`config.mk`:
```
export PLATFORM = sky130hd
export DESIGN_NAME = wtc_cache
export DESIGN_NICKNAME = d
export VERILOG_FILES = /design/src/rtl/wtc_pkg.sv /design/src/rtl/wtc_tag_store.sv /design/src/rtl/wtc_data_store.sv /design/src/rtl/wtc_ctrl.sv /design/src/rtl/wtc_cache.sv
export SDC_FILE = /design/constraint.sdc
export NUM_CORES = 1
export LEC_CHECK = 0
export BUFFER_PORTS_ARGS = -buffer_cell sky130_fd_sc_hd__buf_2
export CAP_MARGIN = 0
export CORE_UTILIZATION = 50
export CTS_CLUSTER_DIAMETER = 100
export DETAILED_ROUTE_END_ITERATION = 10
export HOLD_SLACK_MARGIN = 0.12
export PLACE_DENSITY = 0.82
export SLEW_MARGIN = 25
export SYNTH_ARGS = -nofsm -noshare
export SYNTH_HDL_FRONTEND = slang
export SYNTH_SLANG_ARGS = --single-unit
```
`constraint.sdc`:
```
create_clock -name clk -period 7.6 [get_ports clk]
set_input_delay 0.38 -clock clk [delete_from_list [all_inputs] [get_ports clk]]
set_output_delay 0.38 -clock clk [all_outputs]
set_load 0.02 [all_outputs]
```
`src/rtl/wtc_pkg.sv`:
```
package wtc_pkg;
  typedef enum logic [1:0] {
    ST_IDLE  = 2'd0,
    ST_FILL  = 2'd1,
    ST_WRITE = 2'd2
  } wtc_state_e;
endpackage

```
`src/rtl/wtc_tag_store.sv`:
```
module wtc_tag_store #(
  parameter int IDX_W = 3,
  parameter int TAG_W = 2
) (
  input  logic             clk,
  input  logic             rst_n,
  input  logic [IDX_W-1:0] rd_idx,
  output logic             rd_valid,
  output logic [TAG_W-1:0] rd_tag,
  input  logic             wr_en,
  input  logic [IDX_W-1:0] wr_idx,
  input  logic [TAG_W-1:0] wr_tag
);
  localparam int LINES = 1 << IDX_W;

  logic             valid_q [LINES];
  logic [TAG_W-1:0] tag_q   [LINES];

  for (genvar g = 0; g < LINES; g++) begin : g_line
    always_ff @(posedge clk) begin
      if (!rst_n) begin
        valid_q[g] <= 1'b0;
        tag_q[g]   <= '0;
      end else if (wr_en && (wr_idx == IDX_W'(g))) begin
        valid_q[g] <= 1'b1;
        tag_q[g]   <= wr_tag;
      end
    end
  end

  assign rd_valid = valid_q[rd_idx];
  assign rd_tag   = tag_q[rd_idx];
endmodule

```
`src/rtl/wtc_data_store.sv`:
```
module wtc_data_store #(
  parameter int IDX_W  = 3,
  parameter int DATA_W = 32
) (
  input  logic              clk,
  input  logic [IDX_W-1:0]  rd_idx,
  output logic [DATA_W-1:0] rd_data,
  input  logic              wr_en,
  input  logic [IDX_W-1:0]  wr_idx,
  input  logic [DATA_W-1:0] wr_data
);
  localparam int LINES = 1 << IDX_W;

  logic [DATA_W-1:0] word_q [LINES];

  for (genvar g = 0; g < LINES; g++) begin : g_word
    always_ff @(posedge clk) begin
      if (wr_en && (wr_idx == IDX_W'(g))) word_q[g] <= wr_data;
    end
  end

  assign rd_data = word_q[rd_idx];
endmodule

```
`src/rtl/wtc_ctrl.sv`:
```
module wtc_ctrl
  import wtc_pkg::*;
(
  input  logic       clk,
  input  logic       rst_n,
  input  logic       cpu_req,
  input  logic       cpu_we,
  input  logic       lookup_hit,
  input  logic       mem_ack,
  output wtc_state_e state,
  output logic       launch,
  output logic       cpu_stall,
  output logic       mem_req,
  output logic       mem_we,
  output logic       fill_ack,
  output logic       wr_hit_upd
);
  wtc_state_e state_q, state_d;
  logic       in_idle, rd_hit_done, wr_done;

  assign in_idle     = (state_q == ST_IDLE);
  assign launch      = in_idle && cpu_req && (cpu_we || !lookup_hit);
  assign rd_hit_done = in_idle && cpu_req && !cpu_we && lookup_hit;
  assign wr_done     = (state_q == ST_WRITE) && mem_ack;
  assign fill_ack    = (state_q == ST_FILL) && mem_ack;
  assign wr_hit_upd  = wr_done && lookup_hit;
  assign cpu_stall   = cpu_req && !(rd_hit_done || wr_done);
  assign mem_req     = !in_idle;
  assign mem_we      = (state_q == ST_WRITE);
  assign state       = state_q;

  always_comb begin
    state_d = state_q;
    unique case (state_q)
      ST_IDLE:  if (launch) state_d = cpu_we ? ST_WRITE : ST_FILL;
      ST_FILL:  if (mem_ack) state_d = ST_IDLE;
      ST_WRITE: if (mem_ack) state_d = ST_IDLE;
      default:  state_d = ST_IDLE;
    endcase
  end

  always_ff @(posedge clk) begin
    if (!rst_n) state_q <= ST_IDLE;
    else        state_q <= state_d;
  end
endmodule

```
`src/rtl/wtc_cache.sv`:
```
module wtc_cache
  import wtc_pkg::*;
#(
  parameter int ADDR_W = 5,
  parameter int IDX_W  = 3,
  parameter int DATA_W = 32
) (
  input  logic              clk,
  input  logic              rst_n,
  input  logic              cpu_req,
  input  logic              cpu_we,
  input  logic [ADDR_W-1:0] cpu_addr,
  input  logic [DATA_W-1:0] cpu_wdata,
  output logic [DATA_W-1:0] cpu_rdata,
  output logic              cpu_stall,
  output logic              cpu_hit,
  output logic              mem_req,
  output logic              mem_we,
  output logic [ADDR_W-1:0] mem_addr,
  output logic [DATA_W-1:0] mem_wdata,
  input  logic [DATA_W-1:0] mem_rdata,
  input  logic              mem_ack
);
  localparam int TAG_W = ADDR_W - IDX_W;

  function automatic logic [IDX_W-1:0] line_of(input logic [ADDR_W-1:0] a);
    return a[IDX_W-1:0];
  endfunction

  function automatic logic [TAG_W-1:0] tag_of(input logic [ADDR_W-1:0] a);
    return a[ADDR_W-1:IDX_W];
  endfunction

  wtc_state_e        state;
  logic              in_idle, launch, fill_ack, wr_hit_upd;
  logic [ADDR_W-1:0] req_addr_q, look_addr;
  logic [DATA_W-1:0] req_wdata_q;
  logic              line_valid;
  logic [TAG_W-1:0]  line_tag;
  logic              lookup_hit;
  logic [DATA_W-1:0] line_word;

  assign in_idle   = (state == ST_IDLE);
  assign look_addr = in_idle ? cpu_addr : req_addr_q;

  always_ff @(posedge clk) begin
    if (!rst_n) begin
      req_addr_q  <= '0;
      req_wdata_q <= '0;
    end else if (launch) begin
      req_addr_q  <= cpu_addr;
      req_wdata_q <= cpu_wdata;
    end
  end

  wtc_tag_store #(.IDX_W(IDX_W), .TAG_W(TAG_W)) u_tags (
    .clk      (clk),
    .rst_n    (rst_n),
    .rd_idx   (line_of(look_addr)),
    .rd_valid (line_valid),
    .rd_tag   (line_tag),
    .wr_en    (fill_ack),
    .wr_idx   (line_of(req_addr_q)),
    .wr_tag   (tag_of(req_addr_q))
  );

  wtc_data_store #(.IDX_W(IDX_W), .DATA_W(DATA_W)) u_data (
    .clk     (clk),
    .rd_idx  (line_of(look_addr)),
    .rd_data (line_word),
    .wr_en   (fill_ack || wr_hit_upd),
    .wr_idx  (line_of(req_addr_q)),
    .wr_data (fill_ack ? mem_rdata : req_wdata_q)
  );

  assign lookup_hit = line_valid && (line_tag == tag_of(look_addr));

  wtc_ctrl u_ctrl (
    .clk        (clk),
    .rst_n      (rst_n),
    .cpu_req    (cpu_req),
    .cpu_we     (cpu_we),
    .lookup_hit (lookup_hit),
    .mem_ack    (mem_ack),
    .state      (state),
    .launch     (launch),
    .cpu_stall  (cpu_stall),
    .mem_req    (mem_req),
    .mem_we     (mem_we),
    .fill_ack   (fill_ack),
    .wr_hit_upd (wr_hit_upd)
  );

  assign cpu_hit   = lookup_hit;
  assign cpu_rdata = line_word;
  assign mem_addr  = req_addr_q;
  assign mem_wdata = req_wdata_q;
endmodule

```
==> results <==
- The number of unique standard cell types used by synthesis is 40.
- In this run the cell area of the synthesized design comes to 13100 µm².
- Detailed routing placed a total of 14000 µm of wire on met2.
- Setup repair after global routing left no endpoint under its margin.
- The filler cell count is roughly 1.8k.
- Wire segments on met3 add up to about 1400 µm in the final route.
- In this run the critical register-to-register path is launched from u_ctrl.state[1].
- Measured against its own limit, the worst slew margin works out to between 30% and 40%.
- The slew at the pin closest to its max-slew limit is around 0.96 ns.
- After clock tree synthesis, the clock-pin slew on the worst setup and hold paths is 0.06 ns.
- The number of antenna violations at the first check in global routing is 0.
- The required time at the endpoint of the critical path is approximately 7.2 ns.
- In the final layout, the multi-input gates occupy about 3700 µm².
- The number of ports placed on the die boundary is ~150.
- The number of gates given a new drive strength after cts is 0.
- After detailed routing, the number of vias per cell comes to between 5 and 6.
- The number of flops mapped to enable cells by yosys is 279.
- TritonCTS built the clock tree.
- In this run the static leakage power is around 5.8 nW.
- The synthesized instance count is approximately 790.
- The floorplan step defined a core boundary enclosing around 25000 µm².
- The number of cell rows is between 50 and 60.
- The proportion of layout cells with a drive suffix above 1 is between 30 and 40%.
- After the first detailed-routing iteration, the DRC count stood at between 600 and 700.
- The die covers ~27000 µm².
- The final layout contains roughly 1.1k nets.
- The count of buffers added by post-CTS timing repair for setup is 0.
- The initial core utilization is around half.
- The routed length per placed instance is roughly 21 µm.
- The worst path in the final design needs a cycle of ~4.7 ns, including I/O delays and setup.
- The most used flip-flop cell after synthesis is sky130_fd_sc_hd__edfxtp_1.
- The hold buffer count at cts is 32.
- Synthesis produced a netlist with a net count of around 870.
- For this block, the routed nets add up to approximately 28000 µm of wire.
- The repair_antennas step left the layout with diodes totalling 0.
- The worst path uses between 60% and 70% of the clock period.
- Once placement finished, the instance area stood at approximately 14000 µm².
- In this run the worst setup path begins at u_ctrl.state[1].
- The post-route cell area is roughly 16000 µm².
- The worst register-to-register path has a depth of 11.
- Entering global routing, the biggest net connects 91 pins.
- The worst-path maximum fanout is 39.
- The number of nets with antenna violations after detailed routing is 0.
- The share of synthesized flip-flops with an asynchronous set or reset is 0%.
- The number of flip-flops and latches in the synthesized netlist is between 300 and 400.
- OpenSTA, run right after detailed placement, puts the worst setup slack at between 3 and 4 ns.
- The register area is 9180 µm².
- The final number of setup-violating endpoints is 0.
- VDD sags by at most 216 µV.
- The overall track demand over capacity in global routing is between 20% and 30%.
- The mean cell area of the mapped netlist is roughly 17 µm².
- The destination of the critical timing path is cpu_rdata[21].
- The wire-length estimate of the detail-placed layout is around 16000 µm.
- The number of H-tree branching levels is 1.
- Sorting the synthesized cells by area gives the leading types as sky130_fd_sc_hd__edfxtp_1, sky130_fd_sc_hd__mux4_2, sky130_fd_sc_hd__dfxtp_1.
- The global-route congestion overflow total is 0.
- The power per cell area is ~350 nW/µm².
- The fmax is between 200 and 250 MHz.
- After detailed routing, the number of remaining DRC violations is 0.
- The type of element capturing the critical path is an output port.
- The area share of the leading cell type in the synthesized netlist is about 64%.
- In the final routing, the length of wire on met1 measures around 12000 µm.
- The cell accounting for the most synthesized area is sky130_fd_sc_hd__edfxtp_1.
- The die boundary height is 164 µm.
- The via count of the first global-routing pass came to slightly below 8k.
- The relative area change from synthesis to final layout is 19.2%.
- The clock passes through at most 3 buffers.
- STA classifies the critical path startpoint as a register.
- The critical path is of the register to output port type.
- The first global-routing pass estimated 42200 µm of wire.
- The share of the Yosys chip area taken by registers is 70.3%.
- The capture instance of the worst register-to-register path is u_data.word_q[2][12].
- The internal reg-to-reg setup slack is 3.10 ns.
- The endpoint arrival time on the critical path is 4.30 ns.
- The highest routing layer actually used is met4.
- The number of pins exceeding their max-slew limit in the final report was 0.
- Measured along the x axis, the die boundary spans 164 µm.
- Hold timing on the final database bottoms out at a slack of ~0.13 ns.
- Across all setup checks in the final design, the least slack found is between 2 and 3 ns.
- The tree is rooted in a sky130_fd_sc_hd__clkbuf_16.
- Buffers placed on the I/O ports in this run total about 150.
- The tool flagged a number of max-cap violations equal to 0.
- In this run the worst hold path is classified as primary input to register.
- The later pin in the worst-skew pair is clocked with a latency of 0.54 ns.
- The congestion estimate from routability-driven global placement came to ~0.84.
- The number of hold violations in the final report came to 0.
- The run finished with clean final reports.
- The clock buffer count from CTS is 31.
- The aggregate negative setup slack is 0 ns.
- The via count is around 7.3k.
- Total power for the finished layout comes to about 5.5 mW.
- The Yosys step of the flow raised 0 warnings.
- The number of iterations in the first detailed-routing pass is 5.
- The clock arrives with roughly 0.0096 ns of skew.
- The clock net in this run drives a total of ~320 sinks.
## worst max-delay path, stage by stage, from the launching register on
cell	delay, ns
sky130_fd_sc_hd__dfxtp_1	0.33
sky130_fd_sc_hd__inv_1	0.08
sky130_fd_sc_hd__ha_1	0.71
sky130_fd_sc_hd__mux2i_4	0.33
sky130_fd_sc_hd__buf_4	0.54
sky130_fd_sc_hd__buf_4	0.73
sky130_fd_sc_hd__mux4_2	0.63
sky130_fd_sc_hd__nand2_1	0.10
sky130_fd_sc_hd__nand2_1	0.11
sky130_fd_sc_hd__buf_2	0.18
## synthesized netlist by cell type (2+ instances only)
master / n
sky130_fd_sc_hd__a21oi_1: 6
sky130_fd_sc_hd__a22o_1: 3
sky130_fd_sc_hd__a31oi_2: 2
sky130_fd_sc_hd__and2_1: 15
sky130_fd_sc_hd__and3_1: 3
sky130_fd_sc_hd__buf_1: 10
sky130_fd_sc_hd__buf_12: 3
sky130_fd_sc_hd__buf_2: 9
sky130_fd_sc_hd__buf_6: 3
sky130_fd_sc_hd__clkbuf_1: 17
sky130_fd_sc_hd__dfxtp_1: 40
sky130_fd_sc_hd__edfxtp_1: 279
sky130_fd_sc_hd__ha_1: 3
sky130_fd_sc_hd__inv_1: 5
sky130_fd_sc_hd__mux2_2: 35
sky130_fd_sc_hd__mux2i_1: 45
sky130_fd_sc_hd__mux4_2: 65
sky130_fd_sc_hd__nand2_1: 187
sky130_fd_sc_hd__nand2b_1: 3
sky130_fd_sc_hd__nor2_1: 13
sky130_fd_sc_hd__nor2b_1: 4
sky130_fd_sc_hd__nor3_1: 4
sky130_fd_sc_hd__nor4b_1: 4
sky130_fd_sc_hd__o21ai_0: 10
sky130_fd_sc_hd__o22ai_1: 3
sky130_fd_sc_hd__or2_2: 2
sky130_fd_sc_hd__xor2_1: 3
## flip-flops by register name (all words and copies together) (netlist names)
signal / flops
u_ctrl.state: 2
mem_addr: 5
u_data.word_q: 256
u_tags.valid_q: 8
u_tags.tag_q: 16
mem_wdata: 32
## placed cells by master, fill, tap and decap left out, types with 2 or more instances in the layout
cell type and instances:
sky130_fd_sc_hd__buf_2 145, sky130_fd_sc_hd__dlygate4sd3_1 32, sky130_fd_sc_hd__nor3_2 4, sky130_fd_sc_hd__nor2b_1 4, sky130_fd_sc_hd__o21ai_0 10, sky130_fd_sc_hd__xor2_1 3, sky130_fd_sc_hd__mux2i_4 3, sky130_fd_sc_hd__and3_1 3
sky130_fd_sc_hd__mux4_2 65, sky130_fd_sc_hd__nand2b_1 3, sky130_fd_sc_hd__a22o_1 3, sky130_fd_sc_hd__a21oi_1 6, sky130_fd_sc_hd__buf_4 17, sky130_fd_sc_hd__mux2_2 35, sky130_fd_sc_hd__o22ai_1 3, sky130_fd_sc_hd__edfxtp_1 279
sky130_fd_sc_hd__nor2_1 13, sky130_fd_sc_hd__mux2i_1 43, sky130_fd_sc_hd__clkinv_1 9, sky130_fd_sc_hd__dfxtp_1 40, sky130_fd_sc_hd__nor4b_2 4, sky130_fd_sc_hd__clkbuf_1 4, sky130_fd_sc_hd__bufinv_16 6, sky130_fd_sc_hd__clkbuf_16 31
sky130_fd_sc_hd__inv_1 5, sky130_fd_sc_hd__or2_2 2, sky130_fd_sc_hd__ha_1 3, sky130_fd_sc_hd__nand2_1 186, sky130_fd_sc_hd__clkinv_2 5, sky130_fd_sc_hd__and2_1 15
## cells by family after synthesis
kind of cell | count (synthesis) | share of synthesized area (%)
buffers and inverters | 47 | 1.98
multiplexers | 147 | 18.0
flip-flops | 319 | 70.3
AO/OA/AOI/OAI | 31 | 1.63
adder cells (fa/ha/maj) | 3 | 0.287
XOR/XNOR | 4 | 0.268
AND/OR/NAND/NOR | 238 | 7.60
## worst min path at each step
stage,from,to,slack (ns),depth (start not counted)
floorplan,u_tags.valid_q[4],u_tags.valid_q[4],0.44,1
global placement,mem_wdata[27],mem_wdata[27],0.45,2
detailed placement,mem_wdata[19],mem_wdata[19],0.46,2
CTS,cpu_addr[3],mem_addr[3],0.12,3
global route,cpu_addr[3],mem_addr[3],0.14,3
finish,cpu_addr[3],mem_addr[3],0.13,3
## where the power goes
part	internal [mW]	switching, mW
combinational	0.677	1.04
clock	0.946	0.620
sequential	2.13	0.0636
## per-layer routing
metal  track usage, %  vias to the layer above
li1                 -                     3368
met1             27.6                     3680
met2             37.0                      249
met3             2.44                       47
met4             6.06                        0
met5                0                        -
## area by class of cell
class                   count  share of cell area (%)
clock buffers              35                    5.08
multi-input cells         423                    23.8
inverters                   5                   0.121
flip-flops and latches    319                    59.0
repair buffers            195                    7.72
clock inverters            22                    1.64
well taps                 330                    2.65
## per-stage QoR
step | instances | util (%)
floorplan | 789 | -
global placement | 1239 | 55.8
detailed placement | 1240 | 55.9
CTS | 1329 | 61.3
global route | 1329 | 61.3
finish | 1329 | 61.3
No activity file was read; power rests on OpenSTA's default activity.
